### src/rtl/axadd_pkg.sv
package axadd_pkg;

    localparam int REG_W = 32;
    localparam int OFS_W = 8;

    localparam logic [31:0] OFS_OPA  = 32'h00;
    localparam logic [31:0] OFS_OPB  = 32'h04;
    localparam logic [31:0] OFS_SUM  = 32'h08;
    localparam logic [31:0] OFS_COUT = 32'h0C;
    localparam logic [31:0] OFS_CTRL = 32'h10;
    localparam logic [31:0] MISS_VALUE = 32'hDEAD_BEEF;

    localparam int CTRL_GO_BIT  = 0;
    localparam int CTRL_RDY_BIT = 1;

    typedef enum logic [2:0] {
        BUS_IDLE  = 3'd0,
        BUS_WAIT  = 3'd1,
        BUS_WRITE = 3'd2,
        BUS_BRESP = 3'd3,
        BUS_READ  = 3'd4
    } bus_state_e;

    typedef struct packed {
        logic opa;
        logic opb;
        logic sum;
        logic cout;
        logic ctrl;
    } reg_sel_t;

    function automatic reg_sel_t decode_ofs(input logic [31:0] ofs);
        reg_sel_t s;
        s.opa  = (ofs == OFS_OPA);
        s.opb  = (ofs == OFS_OPB);
        s.sum  = (ofs == OFS_SUM);
        s.cout = (ofs == OFS_COUT);
        s.ctrl = (ofs == OFS_CTRL);
        return s;
    endfunction

endpackage

### src/rtl/axadd_bus_fsm.sv
module axadd_bus_fsm
    import axadd_pkg::*;
#(
    parameter int ADDR_W = OFS_W,
    parameter int DATA_W = REG_W
) (
    input  logic              clk,
    input  logic              rst,
    input  logic              awvalid,
    output logic              awready,
    input  logic [ADDR_W-1:0] awaddr,
    input  logic              wvalid,
    output logic              wready,
    input  logic [DATA_W-1:0] wdata,
    output logic              bvalid,
    input  logic              bready,
    input  logic              arvalid,
    output logic              arready,
    input  logic [ADDR_W-1:0] araddr,
    output logic              rvalid,
    input  logic              rready,
    output logic [DATA_W-1:0] rdata,
    output logic              wr_en,
    output logic [ADDR_W-1:0] wr_addr,
    output logic [DATA_W-1:0] wr_data,
    output logic              rd_en,
    output logic [ADDR_W-1:0] rd_addr,
    input  logic [DATA_W-1:0] rd_value
);

    bus_state_e state_q, state_d;
    logic aw_got_q, w_got_q;
    logic aw_hs, w_hs, ar_hs;
    logic [ADDR_W-1:0] addr_q;
    logic [DATA_W-1:0] data_q, rdata_q;

    always_comb begin
        awready = (state_q == BUS_IDLE) || (state_q == BUS_WAIT && !aw_got_q);
        wready  = (state_q == BUS_IDLE) || (state_q == BUS_WAIT && !w_got_q);
        arready = (state_q == BUS_IDLE) && !awvalid && !wvalid;
    end

    assign aw_hs = awvalid && awready;
    assign w_hs  = wvalid && wready;
    assign ar_hs = arvalid && arready;

    always_comb begin
        state_d = state_q;
        unique case (state_q)
            BUS_IDLE: begin
                if (aw_hs && w_hs)      state_d = BUS_WRITE;
                else if (aw_hs || w_hs) state_d = BUS_WAIT;
                else if (ar_hs)         state_d = BUS_READ;
            end
            BUS_WAIT:  if (aw_hs || w_hs) state_d = BUS_WRITE;
            BUS_WRITE: state_d = BUS_BRESP;
            BUS_BRESP: if (bready) state_d = BUS_IDLE;
            BUS_READ:  if (rready) state_d = BUS_IDLE;
            default:   state_d = BUS_IDLE;
        endcase
    end

    always_ff @(posedge clk) begin
        if (rst) begin
            state_q  <= BUS_IDLE;
            aw_got_q <= 1'b0;
            w_got_q  <= 1'b0;
            addr_q   <= '0;
            data_q   <= '0;
            rdata_q  <= '0;
        end else begin
            state_q <= state_d;
            if (aw_hs) begin
                addr_q   <= awaddr;
                aw_got_q <= 1'b1;
            end else if (state_q == BUS_WRITE) begin
                aw_got_q <= 1'b0;
            end
            if (w_hs) begin
                data_q  <= wdata;
                w_got_q <= 1'b1;
            end else if (state_q == BUS_WRITE) begin
                w_got_q <= 1'b0;
            end
            if (ar_hs) rdata_q <= rd_value;
        end
    end

    assign bvalid  = (state_q == BUS_BRESP);
    assign rvalid  = (state_q == BUS_READ);
    assign rdata   = rdata_q;
    assign wr_en   = (state_q == BUS_WRITE);
    assign wr_addr = addr_q;
    assign wr_data = data_q;
    assign rd_en   = ar_hs;
    assign rd_addr = araddr;

endmodule

### src/rtl/axadd_sum_unit.sv
module axadd_sum_unit #(
    parameter int DATA_W = axadd_pkg::REG_W
) (
    input  logic              clk,
    input  logic              rst,
    input  logic              go,
    input  logic [DATA_W-1:0] opa,
    input  logic [DATA_W-1:0] opb,
    input  logic              took_sum,
    input  logic              took_cout,
    output logic [DATA_W-1:0] sum,
    output logic              cout,
    output logic              ready
);

    logic seen_sum_q, seen_cout_q;
    logic [DATA_W:0] wide;

    assign wide = {1'b0, opa} + {1'b0, opb};

    always_ff @(posedge clk) begin
        if (rst) begin
            sum         <= '0;
            cout        <= 1'b0;
            ready       <= 1'b0;
            seen_sum_q  <= 1'b0;
            seen_cout_q <= 1'b0;
        end else if (go) begin
            sum         <= wide[DATA_W-1:0];
            cout        <= wide[DATA_W];
            ready       <= 1'b1;
            seen_sum_q  <= 1'b0;
            seen_cout_q <= 1'b0;
        end else if (ready) begin
            if ((seen_sum_q || took_sum) && (seen_cout_q || took_cout)) begin
                ready       <= 1'b0;
                seen_sum_q  <= 1'b0;
                seen_cout_q <= 1'b0;
            end else begin
                seen_sum_q  <= seen_sum_q || took_sum;
                seen_cout_q <= seen_cout_q || took_cout;
            end
        end
    end

endmodule

### src/rtl/axadd_regs.sv
module axadd_regs
    import axadd_pkg::*;
#(
    parameter int ADDR_W = OFS_W,
    parameter int DATA_W = REG_W
) (
    input  logic              clk,
    input  logic              rst,
    input  logic              wr_en,
    input  logic [ADDR_W-1:0] wr_addr,
    input  logic [DATA_W-1:0] wr_data,
    input  logic              rd_en,
    input  logic [ADDR_W-1:0] rd_addr,
    output logic [DATA_W-1:0] rd_value
);

    localparam int PAD_W = 32 - ADDR_W;

    logic [DATA_W-1:0] opa_q, opb_q, sum;
    logic go_q, cout, ready;
    reg_sel_t wsel, rsel;

    assign wsel = decode_ofs({{PAD_W{1'b0}}, wr_addr});
    assign rsel = decode_ofs({{PAD_W{1'b0}}, rd_addr});

    always_ff @(posedge clk) begin
        if (rst) begin
            opa_q <= '0;
            opb_q <= '0;
            go_q  <= 1'b0;
        end else begin
            go_q <= wr_en && wsel.ctrl && wr_data[CTRL_GO_BIT];
            if (wr_en && wsel.opa) opa_q <= wr_data;
            if (wr_en && wsel.opb) opb_q <= wr_data;
        end
    end

    axadd_sum_unit #(.DATA_W(DATA_W)) sum_i (
        .clk       (clk),
        .rst       (rst),
        .go        (go_q),
        .opa       (opa_q),
        .opb       (opb_q),
        .took_sum  (rd_en && rsel.sum),
        .took_cout (rd_en && rsel.cout),
        .sum       (sum),
        .cout      (cout),
        .ready     (ready)
    );

    always_comb begin
        rd_value = DATA_W'(MISS_VALUE);
        if (rsel.opa)  rd_value = opa_q;
        if (rsel.opb)  rd_value = opb_q;
        if (rsel.sum)  rd_value = sum;
        if (rsel.cout) rd_value = {{(DATA_W-1){1'b0}}, cout};
        if (rsel.ctrl) begin
            rd_value = '0;
            rd_value[CTRL_RDY_BIT] = ready;
        end
    end

endmodule

### src/rtl/axil_adder.sv
module axil_adder
    import axadd_pkg::*;
#(
    parameter int ADDR_W = OFS_W,
    parameter int DATA_W = REG_W
) (
    input  logic              clk,
    input  logic              rst,
    input  logic              s_awvalid,
    output logic              s_awready,
    input  logic [ADDR_W-1:0] s_awaddr,
    input  logic              s_wvalid,
    output logic              s_wready,
    input  logic [DATA_W-1:0] s_wdata,
    output logic              s_bvalid,
    input  logic              s_bready,
    output logic [1:0]        s_bresp,
    input  logic              s_arvalid,
    output logic              s_arready,
    input  logic [ADDR_W-1:0] s_araddr,
    output logic              s_rvalid,
    input  logic              s_rready,
    output logic [DATA_W-1:0] s_rdata,
    output logic [1:0]        s_rresp
);

    logic              wr_en, rd_en;
    logic [ADDR_W-1:0] wr_addr, rd_addr;
    logic [DATA_W-1:0] wr_data, rd_value;

    axadd_bus_fsm #(.ADDR_W(ADDR_W), .DATA_W(DATA_W)) fsm_i (
        .clk      (clk),
        .rst      (rst),
        .awvalid  (s_awvalid),
        .awready  (s_awready),
        .awaddr   (s_awaddr),
        .wvalid   (s_wvalid),
        .wready   (s_wready),
        .wdata    (s_wdata),
        .bvalid   (s_bvalid),
        .bready   (s_bready),
        .arvalid  (s_arvalid),
        .arready  (s_arready),
        .araddr   (s_araddr),
        .rvalid   (s_rvalid),
        .rready   (s_rready),
        .rdata    (s_rdata),
        .wr_en    (wr_en),
        .wr_addr  (wr_addr),
        .wr_data  (wr_data),
        .rd_en    (rd_en),
        .rd_addr  (rd_addr),
        .rd_value (rd_value)
    );

    axadd_regs #(.ADDR_W(ADDR_W), .DATA_W(DATA_W)) regs_i (
        .clk      (clk),
        .rst      (rst),
        .wr_en    (wr_en),
        .wr_addr  (wr_addr),
        .wr_data  (wr_data),
        .rd_en    (rd_en),
        .rd_addr  (rd_addr),
        .rd_value (rd_value)
    );

    assign s_bresp = 2'b00;
    assign s_rresp = 2'b00;

endmodule

### config.mk
export PLATFORM = sky130hd
export DESIGN_NAME = axil_adder
export DESIGN_NICKNAME = d
export VERILOG_FILES = /design/src/rtl/axadd_pkg.sv /design/src/rtl/axadd_bus_fsm.sv /design/src/rtl/axadd_sum_unit.sv /design/src/rtl/axadd_regs.sv /design/src/rtl/axil_adder.sv
export SDC_FILE = /design/constraint.sdc
export NUM_CORES = 1
export LEC_CHECK = 0
export ABC_AREA = 1
export BUFFER_PORTS_ARGS = -buffer_cell sky130_fd_sc_hd__buf_2
export CORE_AREA = 2 2 131 133
export CTS_BUF_LIST = sky130_fd_sc_hd__clkbuf_4 sky130_fd_sc_hd__clkbuf_8
export DETAILED_ROUTE_END_ITERATION = 7
export DIE_AREA = 0 0 133 135
export GPL_TIMING_DRIVEN = 1
export PLACE_DENSITY = 0.79
export SYNTH_ARGS = -nofsm -noshare
export SYNTH_HDL_FRONTEND = slang
export SYNTH_SLANG_ARGS = --single-unit
### constraint.sdc
create_clock -name clk -period 2.3 [get_ports clk]
set_input_delay 0.345 -clock clk [delete_from_list [all_inputs] [get_ports clk]]
set_output_delay 0.345 -clock clk [all_outputs]
set_load 0.02 [all_outputs]
==> After elaboration in Yosys (flattened, before gate mapping) <==
Cells that the tools add are included.
{ "classes": {"addsub": 1, "eq_ne": 14, "reduce_logical": 31, "n_mux": 20} }
{ "op_table": {"columns": ["cell", "n"], "rows": [
  ["32-bit two-way mux", 5],
  ["32-bit by 32-bit adder with 33-bit output", 1],
  ["3-bit two-way mux", 6],
  ["8-bit by 3-bit equality test with 1-bit output, second input constant", 2],
  ["8-bit by 4-bit equality test with 1-bit output, second input constant", 2],
  ["8-bit by 5-bit equality test with 1-bit output, second input constant", 2],
  ["8-bit zero test", 2],
  ["1-bit logical AND", 15],
  ["3-bit case mux with 5 select lines", 1],
  ["1-bit two-way mux", 8],
  ["3-bit by 2-bit equality test with 1-bit output, second input constant", 2],
  ["1-bit logical OR", 5],
  ["1-bit zero test", 4],
  ["2-bit by 1-bit != test with 1-bit output, second input constant", 2],
  ["4-bit by 3-bit != test with 1-bit output, second input constant", 1],
  ["4-bit AND reduction", 1],
  ["2-bit nonzero test", 2],
  ["3-bit by 1-bit equality test with 1-bit output, second input constant", 1],
  ["3-bit equality test, second input constant", 1],
  ["3-bit zero test", 1],
  ["2-bit != test, second input constant", 1],
  ["2-bit OR reduction", 1]
]} }
{ "totals": {"output_inout_bits": 41, "elab_cells": 80, "inputBits": 55, "register_bits": 178} }

==> Depth between registers and ports, before layout <==
Gate-level depths: netlist of run 1.
{ "logic_depth": {"ltp_word": 10, "ltp_mapped": 16} }

==> Hierarchy <==
Synthesis of run 1 repeated with hierarchy kept, for this count alone.
{ "unflattened": {"cells_unflattened": 1682, "area_unflattened_um2": 10416.2} }
{ "by_module_without_submodules": {"columns": ["mod", "area_per_inst_um2", "cells_per_inst", "instances"], "rows": [
  ["axadd_sum_unit", 3717.3, 658, 1],
  ["axadd_regs", 3538.4, 604, 1],
  ["axadd_bus_fsm", 3126.7, 415, 1],
  ["axil_adder", 33.8, 5, 1]
]} }

==> Least setup slack after synthesis of run 1 <==
Ideal clock, no wire load.
{ "synth_path": {"path_kind": "reg2reg", "start": "reg fsm_i.state_q[0]", "end": "reg fsm_i.state_q[1]", "setup_ns": 0.109, "t_arrival_ns": 2.159, "setup_slack_ns": 0.032, "period_less_slack_ns": 2.268, "required_time_ns": 2.191, "path_buffers": 2, "stages_incl_launch_ff": 17, "cell_sequence": "dfxtp_1 inv_1 nor3_2 inv_2 o21ai_2 nand2_2 buf_2 buf_2 ha_1 inv_1 nor2_1 nand2_1 nand3_1 a21oi_1 nand3_1 nand2_1 inv_1"} }
{ "synth_between": {"elab_chain_cells": 8} }
{ "synth_lines": {"columns": ["element", "line_no", "rtl"], "rows": [
  ["start, declared", "axadd_bus_fsm.sv:31", "bus_state_e state_q, state_d;"],
  ["start signal, assigned", "axadd_bus_fsm.sv:72", "state_q <= state_d;"],
  ["3-bit by 1-bit equality test with 1-bit output", "axadd_bus_fsm.sv:39", "wready = (state_q == BUS_IDLE) || (state_q == BUS_WAIT && !w_got_q);"],
  ["1-bit logical AND", "axadd_bus_fsm.sv:39", null],
  ["1-bit logical OR *", "axadd_bus_fsm.sv:39", null],
  ["net s_wready", "axil_adder.sv:13", "output logic s_wready,"],
  ["1-bit logical AND *", "axadd_bus_fsm.sv:44", "assign w_hs = wvalid && wready;"],
  ["1-bit logical OR", "axadd_bus_fsm.sv:52, axadd_bus_fsm.sv:55", null],
  ["3-bit two-way mux", "axadd_bus_fsm.sv:52", "else if (aw_hs || w_hs) state_d = BUS_WAIT;"],
  ["3-bit two-way mux", "axadd_bus_fsm.sv:51", "if (aw_hs && w_hs) state_d = BUS_WRITE;"],
  ["3-bit case mux with 5 select lines", "axadd_bus_fsm.sv:49", "unique case (state_q)"]
]} }
Mark *: on every way through the listed nets, which the timed path passes. The rest lies on a longest branch.
A chain may end at the register's enable or synchronous reset.

==> Worst setup path after layout of run 1 <==
{ "layout_path": {"start": "reg regs_i.opb_q[0]", "end": "reg regs_i.sum_i.sum[20]"} }
{ "layout_between": {"elab_chain_cells": 1} }
{ "layout_lines": {"columns": ["element", "line_no", "rtl"], "rows": [
  ["start, declared", "axadd_regs.sv:19", "logic [DATA_W-1:0] opa_q, opb_q, sum;"],
  ["start signal, assigned", "axadd_regs.sv:34", "if (wr_en && wsel.opb) opb_q <= wr_data;"],
  ["32-bit by 32-bit adder with 33-bit output", "axadd_sum_unit.sv:19", "assign wide = {1'b0, opa} + {1'b0, opb};"],
  ["end signal, assigned", "axadd_sum_unit.sv:29", "sum <= wide[DATA_W-1:0];"],
  ["end, declared", "axadd_sum_unit.sv:11", "output logic [DATA_W-1:0] sum,"]
]} }
No other way between the ends.

==> results.toml, run 1 <==
[power_and_ir_drop]
ir_drop_mv = 0.7565
p_per_area_nw_per_um2 = 745.6
p_leak_nw = 4.779

[clock_tree]
clock-sinks = 178
clockBufferDepth = 2
cts_root_buf = "clkbuf_8"
cts-hold-fix-buffers = 0
path_clk_slew_ns = 0.11
clock_latency_ns = 0.49
cts_buffers = 17
cts_tree = "built"
h-tree-depth = 4

[floorplan]
core_um2 = 16410
rows = 47
die_h_um = 135
die_w_um = 133
initial_core_util = 0.5908
io_pins = 96
die-area_um2 = 17960

[run_status]
status = "finished, final reports clean"

[synthesis]
yosys_warnings = 0
synth_fa_ha_area_frac = 0.04724
syn_inst = 1383
synth_compound_area_frac = 0.2050
ys_seq_area_frac = 0.3676
synthDistinctLibCells = 42
avgSynthCellArea_um2 = 7.009
synthSimpleGateAreaFrac = 0.2493
synthXorXnorAreaFrac = 0.008132
synth-seq-cells = 178
netlist_area_um2 = 9693
synth_top_family_by_area = "simple AND/OR/NAND/NOR gates"
synthMuxAreaShare = 0

[timing]
hold_violations = 0
relSlewSlack = 0.3124
post-route-period-util = 0.9144
tightest_slew_ns = 1.028
setup_viol = 0
skew_ns = 0.01482
slew_violations = 0
rsz0062_at_grt = "no"
max_freq_mhz = 475.5
min_period_ns = 2.103
finalSetupTns_ns = 0

[finish]
finalNetCount = 1555
fillCellCount = 1444
multi_input_area_um2 = 4961
drive_gt1_frac = 0.1578
synthToLayoutAreaGrowth_pct = 11.09
diodes = 0
final_cell_count_no_fill = 1697
seq_area_um2 = 3563

[global_route]
grt_use_total = 0.2971
grt_pass1_vias = 8340
grt-ovfl-total = 0
grt_max_degree = 65
grt_pass1_wl_um = 42150
antenna_found_initial = 0

[flow_run]
drv_cap = 0

[route]
vias = 9125
first_pass_iters = 6
wire_per_inst_um = 15.55
routed_wl_um = 26400
antenna_left = 0
drc_errors = 0
drt_iter0_markers = 737
viasPerCell = 5.377

[worst_setup_path]
worst-r2r-cell-count = 12
critical_path_class = "register to register"
start_kind = "register"
crit_end = "regs_i.sum_i.sum[20]$_SDFFE_PP0P_"
r2r_end = "regs_i.sum_i.sum[20]$_SDFFE_PP0P_"
worst-endpoint-required_ns = 2.70
reg2reg_from = "regs_i.opb_q[0]$_SDFFE_PP0P_"
path_max_fanout = 5
startpoint = "regs_i.opb_q[0]$_SDFFE_PP0P_"
reg2reg_slack_ns = 0.20
cp-end-kind = "register"
arrival_ns = 2.51

[place]
io_buffers = 91
placed_cells = 1665
hpwl_um = 19540
gp_congestion = 0.9649

[hold_path]
hp-class = "primary input to register"
worst max-delay path, stage by stage (launching register included):
cell	delay, ns
dfxtp_1	0.34
ha_1	0.27
fa_2	0.46
nand3_1	0.10
nand3_1	0.17
nand3_1	0.12
nand3_1	0.15
nand3_1	0.13
nand2_1	0.06
nand2_1	0.05
nand3_1	0.07
nand2_1	0.07
inv_1	0.04
synth_stat cells, drive strengths merged:
cell      n  area, um2
nand2   326       1229
inv     233      874.6
dfxtp   178       3563
nor2    141      549.3
a21oi   113      565.5
nand3    75      375.4
a211oi   64      760.7
o21ai    61      312.8
ha       35      437.9
clkbuf   31      116.4
o22ai    30      187.7
buf      26      191.4
nor3     14      102.6
or2      12      75.07
o211ai   10      75.07
xnor2     8      70.07
nand4     7      50.05
a32o      3      30.03
a22o      2      17.52
and2      2      12.51
nand3b    2      15.01
o21bai    2      15.01
a21o      1      7.510
a31oi     1      6.260
clkinv    1      3.750
conb      1      3.750
fa        1      20.02
o32ai     1      8.760
or4       1      7.510
xor2      1      8.760
layer usage:
layer	wire length, um	track usage
met5	0	0
met4	708	0.1069
met3	2270	0.05593
met2	11380	0.4499
met1	12040	0.4236
power by group:
part	internal (mW)	leakage, nW	switching (mW)
logic	0.667	3.13	1.47
registers	3.49	1.45	0.231
clock network	0.820	0.202	1.35
final cells by class:
| type | instances | share of cell area |
|---|---|---|
| well taps | 220 | 0.02556 |
| inverters | 234 | 0.08157 |
| repair buffers | 116 | 0.06461 |
| clock inverters | 15 | 0.01487 |
| clock buffers | 17 | 0.02173 |
| flip-flops and latches | 178 | 0.3309 |
| multi-input cells | 917 | 0.4607 |
placed cells by master, fill, tap and decap left out, types with 4 or more instances in the layout:
cell type    n
or2_2       12
dfxtp_1    178
o211ai_1    10
conb_1       4
xnor2_1      8
a21oi_1    112
clkbuf_8    17
inv_8        4
nand2_1    324
o21ai_0     59
ha_1        35
nor2_1     137
a211oi_2    56
inv_6        5
buf_4       22
nor3_1      10
o22ai_1     30
nand3_1     75
nand4_1      6
a211oi_1     8
buf_2       90
inv_1      231
buf_12       4
per-stage QoR:
step                      hold WS, ns  instance area [um2]    util  total power, mW  setup slack [ns]
after global routing           0.1291                10770  0.6563            8.460           0.03321
after floorplan                0.4209                 9704       -            5.301           0.03186
after global placement         0.4372                10370  0.6319            5.829            0.2069
after CTS                     0.09966                10760  0.6559            8.016            0.1313
final                          0.1039                10770  0.6563            8.029            0.1968
after detailed placement       0.4377                10370  0.6319            5.879            0.1321
how the worst min path moves through the flow:
| stage | depth (start not counted) | start | slack (ns) | to |
|---|---|---|---|---|
| floorplan | 2 | regs_i.sum_i.sum[11]$_SDFFE_PP0P_ | 0.42 | regs_i.sum_i.sum[11]$_SDFFE_PP0P_ |
| global placement | 2 | regs_i.sum_i.sum[16]$_SDFFE_PP0P_ | 0.44 | regs_i.sum_i.sum[16]$_SDFFE_PP0P_ |
| detailed placement | 2 | regs_i.sum_i.sum[11]$_SDFFE_PP0P_ | 0.44 | regs_i.sum_i.sum[11]$_SDFFE_PP0P_ |
| CTS | 3 | s_awaddr[7] | 0.1 | fsm_i.wr_addr[7]$_SDFFE_PP0P_ |
| global route | 3 | s_awaddr[6] | 0.13 | fsm_i.wr_addr[6]$_SDFFE_PP0P_ |
| finish | 3 | s_awaddr[7] | 0.10 | fsm_i.wr_addr[7]$_SDFFE_PP0P_ |
kinds of logic after synthesis:
family / Yosys count
adder cells (fa/ha/maj): 36
buffers and inverters: 291
XOR/XNOR: 9
flip-flops: 178
AND/OR/NAND/NOR: 580
other: 1
AO/OA/AOI/OAI: 288
sequential cells by signal, summed over array words and instances, names as in the netlist:
name	count
fsm_i.rdata	32
fsm_i.wr_data	32
regs_i.opa_q	32
regs_i.opb_q	32
regs_i.sum_i.sum	32
fsm_i.wr_addr	8
fsm_i.state_q	3
fsm_i.aw_got_q	1
fsm_i.w_got_q	1
regs_i.go_q	1
regs_i.sum_i.cout	1
regs_i.sum_i.ready	1
regs_i.sum_i.seen_cout_q	1
regs_i.sum_i.seen_sum_q	1
repair_timing:
item	in CTS	in global routing
gates resized for setup	0	2
buffers inserted	0	0
setup endpoints to repair	0	7
Power figures use the tool's default switching activity.
==> run 2: changes to the inputs <==
Settings changed: CORE_AREA 2 2 131 133 to 3 3 136 138, DIE_AREA 0 0 133 135 to 0 0 139 141, HOLD_SLACK_MARGIN set to 0.12, PLACE_DENSITY 0.79 to 0.8, SYNTH_HIERARCHICAL set to 1.
==> results.toml, run 2 <==
[power_and_ir_drop]
pwr-share-seq = 0.447
internal_power_mw = 5.299
pwr-share-comb = 0.300
ir_drop_mv = 0.7112
p_per_area_nw_per_um2 = 742.7
total_power_mw = 8.475
p_leak_nw = 5.600
swShare = 0.3747
switchingPower_mw = 3.176
power_frac_clock = 0.252

[timing]
slew_violations = 0
finalSetupTns_ns = 0
min_period_ns = 2.145
post-route-period-util = 0.9327
tightest_slew_ns = 0.7451
setup_viol = 0
skew_ns = 0.01205
rsz0062_at_grt = "no"
hold_violations = 0
max_freq_mhz = 466.1
relSlewSlack = 0.5027
fin_ws_ns = 0.1547
holdWs_ns = 0.1667

[synthesis]
synth_top_area_frac = 0.3421
netlist_area_um2 = 10420
yosys.area.top_type = "dfxtp_1"
synth.most_common_cell = "nand2_1"
synth-seq-cells = 178
synthDistinctLibCells = 40
synth_edf_count = 0
avgSynthCellArea_um2 = 6.193
ys_seq_area_frac = 0.3421
yosys_warnings = 6
synth_area_leaders = "dfxtp_1 34%, nand2_1 16%, nor2_1 14%"
ys.flop_type = "dfxtp_1"
synth_common_cells = "438 x nand2_1, 385 x nor2_1, 215 x inv_1"
synthArstFlopShare = 0
syn_inst = 1682

[global_route]
grt_max_degree = 65
grt_pass1_vias = 8970
grt_use_total = 0.2731
grt_pass1_wl_um = 43970
antenna_found_initial = 0
grt-ovfl-total = 0

[place]
hpwl_um = 19950
gp_congestion = 1.010
io_buffers = 91
dp_slack_ns = 0.2897
placed_cells = 1947
postPlaceCellArea_um2 = 10940

[finish]
diodes = 0
synthToLayoutAreaGrowth_pct = 9.549
mostFrequentLayoutCells = "438 x nand2_1, 384 x nor2_1, 215 x inv_1"
final_cell_count_no_fill = 1987
drive_gt1_frac = 0.1095
finalNetCount = 1840
final_util = 0.6597
final_common_cell = "nand2_1"
fillCellCount = 1684
stdcell_area_um2 = 11410

[worst_setup_path]
cp-end-kind = "output pin"
arrival_ns = 1.80
worst-endpoint-required_ns = 1.96
start_kind = "register"
critical_path_class = "register to output pin"
path_max_fanout = 33

[route]
drc_errors = 0
met2_wirelength_um = 11560
drt_iter0_markers = 818
antenna_left = 0
wire_per_inst_um = 13.48
first_pass_iters = 6
vias = 10160
routed_wl_um = 26780
route.top_layer_used = "met4"
wl_met1_um = 13040
viasPerCell = 5.115
met3_length_um = 1802

[hold_path]
hp-class = "primary input to register"

[clock_tree]
cts_tree = "built"
clockBufferDepth = 2
clock-sinks = 178
postCtsSetupBuffers = 0
h-tree-depth = 4
path_clk_slew_ns = 0.09
clock_latency_ns = 0.47
cts_root_buf = "clkbuf_8"
cts_buffers = 17

[floorplan]
core_um2 = 17300
die_h_um = 141
rows = 48
io_pins = 96
die-area_um2 = 19600
initial_core_util = 0.6022
die_w_um = 139

[flow_run]
drv_cap = 0

[run_status]
status = "finished, final reports clean"
==> run 2: cell types whose count changed in the layout (fill, tap and decap cells not counted), moves of 31 or more <==
cell / before / now
a211oi_2: 56 / 0
o21ai_0: 59 / 90
nand2_1: 324 / 438
nand3b_1: 2 / 35
nor2_1: 137 / 384
a21oi_1: 112 / 29
==> run 2: power by group through the flow <==
stage / registers [mW] / clock network, mW / logic [mW]
6_report: 3.79 / 2.14 / 2.55
5_1_grt: 3.85 / 2.28 / 2.91
4_1_cts: 3.79 / 2.17 / 2.52
3_5_place_dp: 3.86 / 0 / 2.50
3_3_place_gp: 3.84 / 0 / 2.44
2_1_floorplan: 3.85 / 0 / 1.91
==> run 2: kinds of logic after synthesis <==
| kind of cell | Yosys count | share of synthesized area |
|---|---|---|
| fa+ha+maj | 36 | 0.04396 |
| flops | 178 | 0.3421 |
| other cells | 1 | 0.0003600 |
| buf+inv | 298 | 0.1213 |
| simple gates | 1015 | 0.4076 |
| xor+xnor | 9 | 0.007568 |
| compound gates | 145 | 0.07712 |
==> run 2: path summary, 6_finish.rpt <==
kind / from / to / slack, ns / cells past startpoint
worst max-delay path: fsm_i/state_q[0]$_SDFFE_PP0P_ / s_wready / 0.15 / 5
worst min-delay path: s_wdata[20] / fsm_i/wr_data[20]$_SDFFE_PP0P_ / 0.17 / 4
worst min register to register: regs_i/sum_i/sum[15]$_SDFFE_PP0P_ / regs_i/sum_i/sum[15]$_SDFFE_PP0P_ / 0.46 / 2
worst max register to register: regs_i/opa_q[0]$_SDFFE_PP0P_ / regs_i/sum_i/sum[24]$_SDFFE_PP0P_ / 0.23 / 12
==> run 2: layout make-up <==
| type | instances | area [um2] | area share |
|---|---|---|---|
| sequential | 178 | 3563 | 0.3123 |
| clock buffer | 20 | 262.8 | 0.02303 |
| inverter | 221 | 829.5 | 0.07270 |
| clock inverter | 12 | 121.4 | 0.01064 |
| tap | 225 | 281.5 | 0.02467 |
| multi-input combinational | 1209 | 5603 | 0.4910 |
| timing repair buffer | 122 | 749.5 | 0.06568 |
==> run 2: timing repair <==
action                                 in CTS  in global routing
setup endpoints to repair                   0                  1
hold buffers                                8                  0
gates resized for setup                     0                  1
endpoints found under the hold margin       8                  0
==> run 2: critical path: stages, from the launching register on <==
cell and delay (ns):
dfxtp_1 0.39, nor2_2 0.19, nand2_1 0.18, o21ai_4 0.12, buf_6 0.25, buf_2 0.21
==> run 2: metal layers <==
metal | up-vias | global-route usage
li1 | 5297 | -
met1 | 4487 | 0.3949
met2 | 348 | 0.4229
met3 | 32 | 0.04512
met4 | 0 | 0.07775
met5 | - | 0
